File: config.mk
export PLATFORM = sky130hd
export DESIGN_NAME = bcd_addsub
export DESIGN_NICKNAME = d
export VERILOG_FILES = /design/src/rtl/bcd_addsub_pkg.sv /design/src/rtl/bcd_digit_add.sv /design/src/rtl/bcd_addsub_ctrl.sv /design/src/rtl/bcd_addsub_dp.sv /design/src/rtl/bcd_addsub.sv
export SDC_FILE = /design/constraint.sdc
export NUM_CORES = 1
export LEC_CHECK = 0
export BUFFER_PORTS_ARGS = -buffer_cell sky130_fd_sc_hd__buf_2
export CORE_ASPECT_RATIO = 0.8
export CORE_MARGIN = 2
export CORE_UTILIZATION = 40
export DETAILED_ROUTE_END_ITERATION = 6
export PLACE_DENSITY = 0.74
export RECOVER_POWER = 50
export SYNTH_ARGS = -nofsm -noshare
export SYNTH_HDL_FRONTEND = slang
export SYNTH_SLANG_ARGS = --single-unit
File: constraint.sdc
create_clock -name clk -period 3.7 [get_ports clk]
set_input_delay 0.37 -clock clk [delete_from_list [all_inputs] [get_ports clk]]
set_output_delay 0.37 -clock clk [all_outputs]
set_load 0.1 [all_outputs]
File: src/rtl/bcd_addsub_pkg.sv
package bcd_addsub_pkg;

    typedef enum logic [1:0] {
        ST_IDLE        = 2'd0,
        ST_MAIN_PASS   = 2'd1,
        ST_RECOMP_PASS = 2'd2
    } seq_state_t;

    localparam logic [3:0] DIGIT_MAX = 4'd9;
    localparam logic [4:0] DEC_FIX   = 5'd6;

    // Nine's complement of one decimal digit.
    function automatic logic [3:0] nines_of(input logic [3:0] d);
        return DIGIT_MAX - d;
    endfunction

endpackage

File: src/rtl/bcd_digit_add.sv
module bcd_digit_add
    import bcd_addsub_pkg::*;
(
    input  logic [3:0] a_dig,
    input  logic [3:0] b_dig,
    input  logic       c_in,
    output logic [3:0] s_dig,
    output logic       c_out
);

    logic [4:0] bin_sum;
    logic [4:0] fixed_sum;
    logic       needs_fix;

    always_comb begin
        bin_sum   = {1'b0, a_dig} + {1'b0, b_dig} + {4'b0000, c_in};
        // Above nine, or a binary carry out of the nibble.
        needs_fix = (bin_sum > {1'b0, DIGIT_MAX}) || bin_sum[4];
        fixed_sum = bin_sum + DEC_FIX;
        s_dig     = needs_fix ? fixed_sum[3:0] : bin_sum[3:0];
        c_out     = needs_fix;
    end

endmodule

File: src/rtl/bcd_addsub_ctrl.sv
module bcd_addsub_ctrl
    import bcd_addsub_pkg::*;
#(
    parameter int DIGITS = 8
) (
    input  logic clk,
    input  logic rst_n,
    input  logic start,
    input  logic recomp_needed,
    output logic load,
    output logic step,
    output logic recomp,
    output logic last,
    output logic commit,
    output logic done
);

    localparam int CW = (DIGITS > 1) ? $clog2(DIGITS) : 1;
    localparam logic [CW-1:0] LAST_IDX = CW'(DIGITS - 1);

    seq_state_t    state, state_nx;
    logic [CW-1:0] idx;

    // State register
    always_ff @(posedge clk or negedge rst_n) begin
        if (!rst_n) begin
            state <= ST_IDLE;
        end else begin
            state <= state_nx;
        end
    end

    // Next-state logic
    always_comb begin
        state_nx = state;
        unique case (state)
            ST_IDLE: begin
                if (start) state_nx = ST_MAIN_PASS;
            end
            ST_MAIN_PASS: begin
                if (last) state_nx = recomp_needed ? ST_RECOMP_PASS : ST_IDLE;
            end
            ST_RECOMP_PASS: begin
                if (last) state_nx = ST_IDLE;
            end
            default: state_nx = ST_IDLE;
        endcase
    end

    // Digit index
    always_ff @(posedge clk or negedge rst_n) begin
        if (!rst_n) begin
            idx <= '0;
        end else if (state == ST_IDLE || last) begin
            idx <= '0;
        end else begin
            idx <= idx + CW'(1);
        end
    end

    // Outputs
    always_comb begin
        load   = 1'b0;
        step   = 1'b0;
        recomp = 1'b0;
        commit = 1'b0;
        last   = (idx == LAST_IDX);
        unique case (state)
            ST_IDLE: begin
                load = start;
                last = 1'b0;
            end
            ST_MAIN_PASS: begin
                step   = 1'b1;
                commit = last && !recomp_needed;
            end
            ST_RECOMP_PASS: begin
                step   = 1'b1;
                recomp = 1'b1;
                commit = last;
            end
            default: last = 1'b0;
        endcase
    end

    always_ff @(posedge clk or negedge rst_n) begin
        if (!rst_n) begin
            done <= 1'b0;
        end else begin
            done <= commit;
        end
    end


    done_pulse_chk: assert property (@(posedge clk) disable iff (!rst_n)
        done |=> !done);


    busy_hold_chk: assert property (@(posedge clk) disable iff (!rst_n)
        (state != ST_IDLE && !last) |=> $stable(state));


    recomp_entry_chk: assert property (@(posedge clk) disable iff (!rst_n)
        (state == ST_MAIN_PASS && last && recomp_needed) |=>
            (state == ST_RECOMP_PASS && idx == '0));

endmodule

File: src/rtl/bcd_addsub_dp.sv
module bcd_addsub_dp
    import bcd_addsub_pkg::*;
#(
    parameter int DIGITS = 8
) (
    input  logic                  clk,
    input  logic                  rst_n,
    input  logic                  load,
    input  logic                  step,
    input  logic                  recomp,
    input  logic                  last,
    input  logic                  commit,
    input  logic                  sub,
    input  logic [4*DIGITS-1:0]   opa,
    input  logic [4*DIGITS-1:0]   opb,
    output logic                  recomp_needed,
    output logic [4*DIGITS-1:0]   result,
    output logic                  negative,
    output logic                  overflow
);

    localparam int W = 4 * DIGITS;

    logic [W-1:0] a_sh;
    logic [W-1:0] b_sh;
    logic         carry;
    logic         sub_q;
    logic [3:0]   dig_a, dig_b, dig_s;
    logic         dig_co;
    logic [W-1:0] b_next;

    always_comb begin
        dig_a  = recomp ? 4'd0 : a_sh[3:0];
        dig_b  = (sub_q || recomp) ? nines_of(b_sh[3:0]) : b_sh[3:0];
        b_next = {dig_s, b_sh[W-1:4]};
    end

    bcd_digit_add u_digit (
        .a_dig (dig_a),
        .b_dig (dig_b),
        .c_in  (carry),
        .s_dig (dig_s),
        .c_out (dig_co)
    );

    assign recomp_needed = sub_q && !dig_co;

    // Operand and partial-result shifters
    always_ff @(posedge clk or negedge rst_n) begin
        if (!rst_n) begin
            a_sh  <= '0;
            b_sh  <= '0;
            carry <= 1'b0;
            sub_q <= 1'b0;
        end else if (load) begin
            a_sh  <= opa;
            b_sh  <= opb;
            carry <= sub;
            sub_q <= sub;
        end else if (step) begin
            a_sh  <= a_sh >> 4;
            b_sh  <= b_next;
            carry <= (last && !recomp) ? 1'b1 : dig_co;
        end
    end

    // Result registers
    always_ff @(posedge clk or negedge rst_n) begin
        if (!rst_n) begin
            result   <= '0;
            negative <= 1'b0;
            overflow <= 1'b0;
        end else if (commit) begin
            result   <= b_next;
            negative <= recomp;
            overflow <= !recomp && !sub_q && dig_co;
        end
    end


    digit_range_chk: assert property (@(posedge clk) disable iff (!rst_n)
        step |-> (dig_s <= DIGIT_MAX));


    sub_no_ovf_chk: assert property (@(posedge clk) disable iff (!rst_n)
        (commit && sub_q) |=> !overflow);


    main_commit_pos_chk: assert property (@(posedge clk) disable iff (!rst_n)
        (commit && !recomp) |=> !negative);

    for (genvar g = 0; g < DIGITS; g++) begin : g_res_chk

        res_digit_chk: assert property (@(posedge clk) disable iff (!rst_n)
            commit |=> (result[4*g +: 4] <= DIGIT_MAX));
    end

endmodule

File: src/rtl/bcd_addsub.sv
module bcd_addsub
    import bcd_addsub_pkg::*;
#(
    parameter int DIGITS = 8
) (
    input  logic                clk,
    input  logic                rst_n,
    input  logic                start,
    input  logic                sub,
    input  logic [4*DIGITS-1:0] opa,
    input  logic [4*DIGITS-1:0] opb,
    output logic [4*DIGITS-1:0] result,
    output logic                negative,
    output logic                overflow,
    output logic                done
);

    logic load, step, recomp, last, commit, recomp_needed;

    bcd_addsub_ctrl #(.DIGITS(DIGITS)) u_ctrl (
        .clk           (clk),
        .rst_n         (rst_n),
        .start         (start),
        .recomp_needed (recomp_needed),
        .load          (load),
        .step          (step),
        .recomp        (recomp),
        .last          (last),
        .commit        (commit),
        .done          (done)
    );

    bcd_addsub_dp #(.DIGITS(DIGITS)) u_dp (
        .clk           (clk),
        .rst_n         (rst_n),
        .load          (load),
        .step          (step),
        .recomp        (recomp),
        .last          (last),
        .commit        (commit),
        .sub           (sub),
        .opa           (opa),
        .opb           (opb),
        .recomp_needed (recomp_needed),
        .result        (result),
        .negative      (negative),
        .overflow      (overflow)
    );


    neg_ovf_excl_chk: assert property (@(posedge clk) disable iff (!rst_n)
        !(negative && overflow));

endmodule

After elaboration in Yosys (flattened, before gate mapping)
Cells that the tools add are included.

word-level totals
  word-level logic and storage cells = 59
  output and inout port bits = 35
  memory bits (read-only) = 0
  input port bits = 68
  bits in latches = 0
  bits in registers = 106
  memories kept = 0
  bits in writable memories = 0

cells by class
  bitwise gates (word level) = 0
  reduce and logical (&&, ||, !) cells = 16
  div/mod/pow operators = 0
  shift operators = 0
  equality and inequality tests = 6
  $mul = 0
  add/sub/neg operators = 5
  multiplexer cells = 21
  magnitude comparators = 1

operators by type and width
  kind                                                 number
  two-way mux 32 bit                                   4
  two-way mux 4 bit                                    3
  two-way mux 2 bit                                    4
  two-way mux 1 bit                                    7
  one-hot mux 2 bit (3 select lines)                   1
  adder 4 x 4 -> 5 bit                                 1
  adder 5 x 1 -> 5 bit                                 1
  > comparator 5 x 4 -> 1 bit (second input constant)  1
  logical AND 1 bit                                    5
  adder 4 x 3 -> 4 bit (second input constant)         1
  zero test 1 bit                                      4
  != test 2 x 1 -> 1 bit (second input constant)       2
  subtractor 4 bit (first input constant)              1
  adder 3 x 1 -> 3 bit (second input constant)         1
  == test 3 bit (second input constant)                1
  logical OR 1 bit                                     3
  two-way mux 3 bit                                    1
  AND reduction 3 bit                                  1
  == test 2 x 1 -> 1 bit (second input constant)       1
  == test 2 bit (second input constant)                1
  zero test 2 bit                                      1
  != test 2 bit (second input constant)                1
  one-hot mux 1 bit (2 select lines)                   1
  nonzero test 2 bit                                   1
  OR reduction 2 bit                                   1

Longest topological paths before layout
  word-level depth = 13
  depth in mapped cells = 18
  gate-level depth less buffers = 14

Cells and area by module
A second synthesis with hierarchy kept.

second synthesis, totals
  cell total of the unflattened synthesis = 426
  area, all modules = 5001.0 um^2

modules (own cells, without submodules)
  module           times used  cells an instance  sequential area each (um^2)  area each (um^2)
  bcd_addsub_dp    1           373                2502.4                       4419.2
  bcd_addsub_ctrl  1           29                 150.1                        345.3
  bcd_digit_add    1           24                 0.0                          236.5

Least setup slack after synthesis
OpenSTA, ideal clock, no wires.

  path type = flip-flop to flip-flop
  start point = register u_ctrl.state[0]
  end point = register u_dp.result[0]
  library setup time = 125 ps
  cell stages (with the launch flop) = 19
  clock period less this slack = 3799 ps
  required time = 3575 ps
  setup slack = -99 ps
  path buffers = 4
  arrival = 3673 ps
  cell sequence = dfrtp_1 inv_1 ha_1 clkbuf_1 nor2_1 xor2_1 fa_1 inv_1 fa_1 inv_1 ha_1 nand2b_1 a32o_1 o31a_1 buf_6 a21o_1 buf_6 buf_12 mux2_4

between the ends
  longest elaborated chain between the ends = 13
  elaborated cells on any way between the ends = 15
  classes of those cells = add/sub (2); order compare (1); eq/ne (2); mux (4); reduce/logical (6)

ends and longest elaborated chain
  item                                  line                   text
  start, declared                       bcd_addsub_ctrl.sv:21  seq_state_t state, state_nx;
  start signal, assigned                bcd_addsub_ctrl.sv:29  state <= state_nx;
  == test 2 bit *                       bcd_addsub_ctrl.sv:68  unique case (state)
  two-way mux 1 bit *                   bcd_addsub_ctrl.sv:68
  via recomp                            bcd_addsub.sv:18       logic load, step, recomp, last, commit, recomp_needed;
  logical OR 1 bit                      bcd_addsub_dp.sv:34    dig_b = (sub_q || recomp) ? nines_of(b_sh[3:0]) : b_sh[3:0];
  two-way mux 4 bit                     bcd_addsub_dp.sv:34
  adder 4 x 4 -> 5 bit *                bcd_digit_add.sv:16    bin_sum = {1'b0, a_dig} + {1'b0, b_dig} + {4'b0000, c_in};
  adder 5 x 1 -> 5 bit *                bcd_digit_add.sv:16
  > comparator 5 x 4 -> 1 bit           bcd_digit_add.sv:18    needs_fix = (bin_sum > {1'b0, DIGIT_MAX}) || bin_sum[4];
  logical OR 1 bit *                    bcd_digit_add.sv:18
  zero test 1 bit *                     bcd_addsub_dp.sv:46    assign recomp_needed = sub_q && !dig_co;
  logical AND 1 bit *                   bcd_addsub_dp.sv:46
  zero test 1 bit *                     bcd_addsub_ctrl.sv:75  commit = last && !recomp_needed;
  logical AND 1 bit *                   bcd_addsub_ctrl.sv:75
  one-hot mux 1 bit (2 select lines) *  bcd_addsub_ctrl.sv:68
  end signal, assigned                  bcd_addsub_dp.sv:74    result <= b_next;
  end, declared                         bcd_addsub_dp.sv:17    output logic [4*DIGITS-1:0] result,

Mark *: on every way through the listed nets, which the timed path passes. The rest lies on a longest branch.
A chain may end at the register's enable or synchronous reset.

Final worst setup path
  start point = register u_ctrl.state[0]
  end point = register u_dp.result[23]

Same word-level chain as after synthesis.

==> impl_metrics.py <==
metrics = {
    "route": {
        "drc_errors": 0,
        "route.final.wire_length_mm": 11.3,
        "drtIter0Drc": 158,
        "route.vias.total": 3503,
        "vias_per_cell": 4.93,
        "drt-pass1-iter-count": 4,
        "drtAntennaViolNets": 0,
        "route.detailed.wl_per_inst_um": 15.9,
    },
    "setup_path": {
        "critical_path_buf_inv_count": 5,
        "critical_path.top_delay_family": "adder cells",
        "timing.critical_path.arrival_ns": 3.75,
        "slowest_delay_ns": 0.44,
        "crit_fanout": 20,
        "crit_chain": "inv_2, ha_2, buf_4, nand2b_1, fa_1, inv_1, fa_1, inv_2, ha_1, nand2b_1, a32o_1, o31a_1, a21o_2, buf_6, mux2_4",
        "timing.setup.critical_path_class": "register to register",
        "critPathCaptureType": "register",
        "kind_of_launch_point_of_the_worst_setup_path": "register",
        "crit_path_top_delay_cell": "fa_1",
        "worst_ep_required_ns": 3.93,
    },
    "floorplan": {
        "core.rowCount": 36,
        "start_util_pct": 41.2,
        "dieHeight_um": 104,
        "die_area_mm2": 0.0135,
        "num_io_pins": 103,
        "dieWidth_um": 130,
        "fp.coreArea_mm2": 0.0123,
    },
    "finish": {
        "fin_cells": 711,
        "fillCellCount": 1144,
        "layout.nets": 619,
        "area_delta_synth_final_pct": 19.4,
        "drive_gt1_share_pct": 27.4,
        "antenna-diode-count": 0,
    },
    "sta": {
        "fmax_mhz": 284,
        "min_setup_slack_post_route_ns": 0.179,
        "finalWorstPathRequiredPeriod_ns": 3.52,
        "setup-violations-final": 0,
        "max_slew.worst_pin.slew_ns": 1.54,
        "timing.clock.skew_ns": 0.00550,
        "drv_slew": 61,
        "worst_slew_margin_relative_to_its_limit_pct": -2.49,
        "finalHoldViolCount": 0,
        "timing.final.crit_share_pct": 95.2,
        "hold_ws_ns": 0.213,
        "timing.setup.tns_ns": 0,
    },
    "run": {
        "cap_violations": 1,
    },
    "global_routing": {
        "global_route_total_overflow": 0,
        "initial_antenna_violation_count": 1,
        "grt_max_degree": 61,
        "wire_length_of_the_first_global_routing_pass_mm": 18.8,
        "grt_pass1_vias": 3667,
        "grt.total_usage_pct": 17.8,
    },
    "synth": {
        "synth_top_flop_cell": "dfrtp_1",
        "synth_top_cells_by_count": "dfrtp_1, nand2_1, o21ai_0",
        "post_synthesis_mean_instance_area_um2": 11.4,
        "yosys.cell_types.count": 38,
        "synth_top_cells_by_area": "dfrtp_1, mux2i_1, mux2_4",
        "synth_seq_area_share_pct": 52.5,
        "mappedNetlistNets": 523,
        "synth_most_common_cell": "dfrtp_1",
        "synth_top_area_share_pct": 52.5,
        "count_of_flip_flops_with_a_built_in_enable_after_synthesis": 0,
        "syn-instance-count": 441,
        "synth_seq_cells": 106,
        "postSynth.asyncResetShare_pct": 100,
        "synth_area_mm2": 0.00505,
        "synth_area_leader_cell": "dfrtp_1",
        "synth_warnings": 0,
    },
    "run_status": {
        "run_status": "finished with violations",
        "violated_checks": "max-capacitance violations, max-slew violations",
    },
    "placed_design": {
        "place_ws_ns": 0.0416,
        "place_inst": 695,
        "port_buffers": 102,
        "routabilityCongestion": 0.850,
        "hpwlAfterDp_mm": 7.85,
    },
    "clock_tree": {
        "clockRootBuffer": "clkbuf_16",
        "clk-insertion-delay-late_ns": 0.35,
        "cts_buffers": 9,
        "count_of_hold_fix_buffers_inserted_at_cts": 0,
        "clock_tree.buffer_depth": 2,
        "clk_transition_reported_paths_ns": 0.07,
        "tritoncts_clock_tree": "done",
        "cts.sink_count": 106,
        "cts_htree_levels": 3,
    },
    "power": {
        "ir_drop_mv": 0.413,
        "p_leak_uw": 0.00306,
        "power_per_cell_area_mw_per_mm2": 953,
    },
    "hold_path": {
        "worstHoldPathType": "input port to register",
    },
}
[cell type report]
cell class / count / area (um2) / area share (%)
Timing Repair Buffer: 113 / 573 / 9.51
Tap cell: 171 / 214 / 3.55
Clock inverter: 2 / 60.1 / 0.996
Inverter: 12 / 45.0 / 0.747
Multi-Input combinational cell: 295 / 2220 / 36.8
Clock buffer: 12 / 267 / 4.42
Sequential cell: 106 / 2650 / 44.0
[state kept, by name, indices dropped and copies added (netlist names)]
name and count:
u_ctrl.done 1, u_ctrl.idx 3, u_ctrl.state 2, u_dp.a_sh 32, u_dp.b_sh 32, u_dp.carry 1, u_dp.negative 1, u_dp.overflow 1
u_dp.result 32, u_dp.sub_q 1
[path summary, 6_finish.rpt]
kind | end | cells after the start | slack, ns | start
setup / recovery | u_dp.result[23] | 15 | 0.18 | u_ctrl.state[0]
hold / removal | u_dp.a_sh[29] | 3 | 0.21 | opa[29]
setup reg to reg | u_dp.result[23] | 15 | 0.18 | u_ctrl.state[0]
hold reg to reg | u_ctrl.idx[0] | 1 | 0.45 | u_ctrl.idx[0]
max in group asynchronous | u_dp.a_sh[28] | 2 | 1.40 | rst_n
min in group asynchronous | u_dp.result[0] | 1 | 0.40 | rst_n
[power by group]
group	total (uW)	leakage (uW)	internal (uW)	switching [uW]
Sequential	1890	0.00137	1580	310
Clock	1050	0.000161	641	409
Combinational	2800	0.00153	1160	1630
[worst min-delay path, stage by stage]
cell     delay [ns]
buf_2          0.08
nand2_1        0.04
nand2_1        0.04
[layout by cell type, fill, tap and decap left out, types with 7 or more instances in the layout]
cell type and count:
dfrtp_1 106, buf_2 85, nand2_1 72, o21ai_0 64, mux2i_1 59, mux2_4 26
clkbuf_1 18, inv_1 10, ha_1 10, clkbuf_16 9, a21oi_1 8, buf_4 7
[per-stage QoR]
stage | total power (uW) | util, % | cell area (um2)
3_3_place_gp | 4500 | 46.5 | 5700
5_1_grt | 6190 | 49.2 | 6030
2_1_floorplan | 3970 | - | 5060
3_5_place_dp | 4630 | 46.5 | 5700
6_report | 5740 | 49.2 | 6030
4_1_cts | 5700 | 49.2 | 6030
[metal layers]
layer	vias up	GRT usage (%)	share of wire [%]
li1	1706	-	-
met1	1688	24.4	48
met2	88	27.2	45
met3	19	4.99	5.1
met4	2	5.99	1.7
met5	-	0	0.12
[cells by family after synthesis]
family / after synthesis / synth area share (%)
flops: 106 / 52.5
simple gates: 103 / 9.22
mux: 90 / 20.5
compound gates: 84 / 9.10
buf+inv: 40 / 4.14
fa+ha+maj: 14 / 3.77
xor+xnor: 4 / 0.694
[what timing repair did]
item                       in CTS  in global routing
setup endpoints to repair       0                 35
gates resized for setup         0                  5
buffers inserted                0                  2
(Power assumes the default switching activity.)
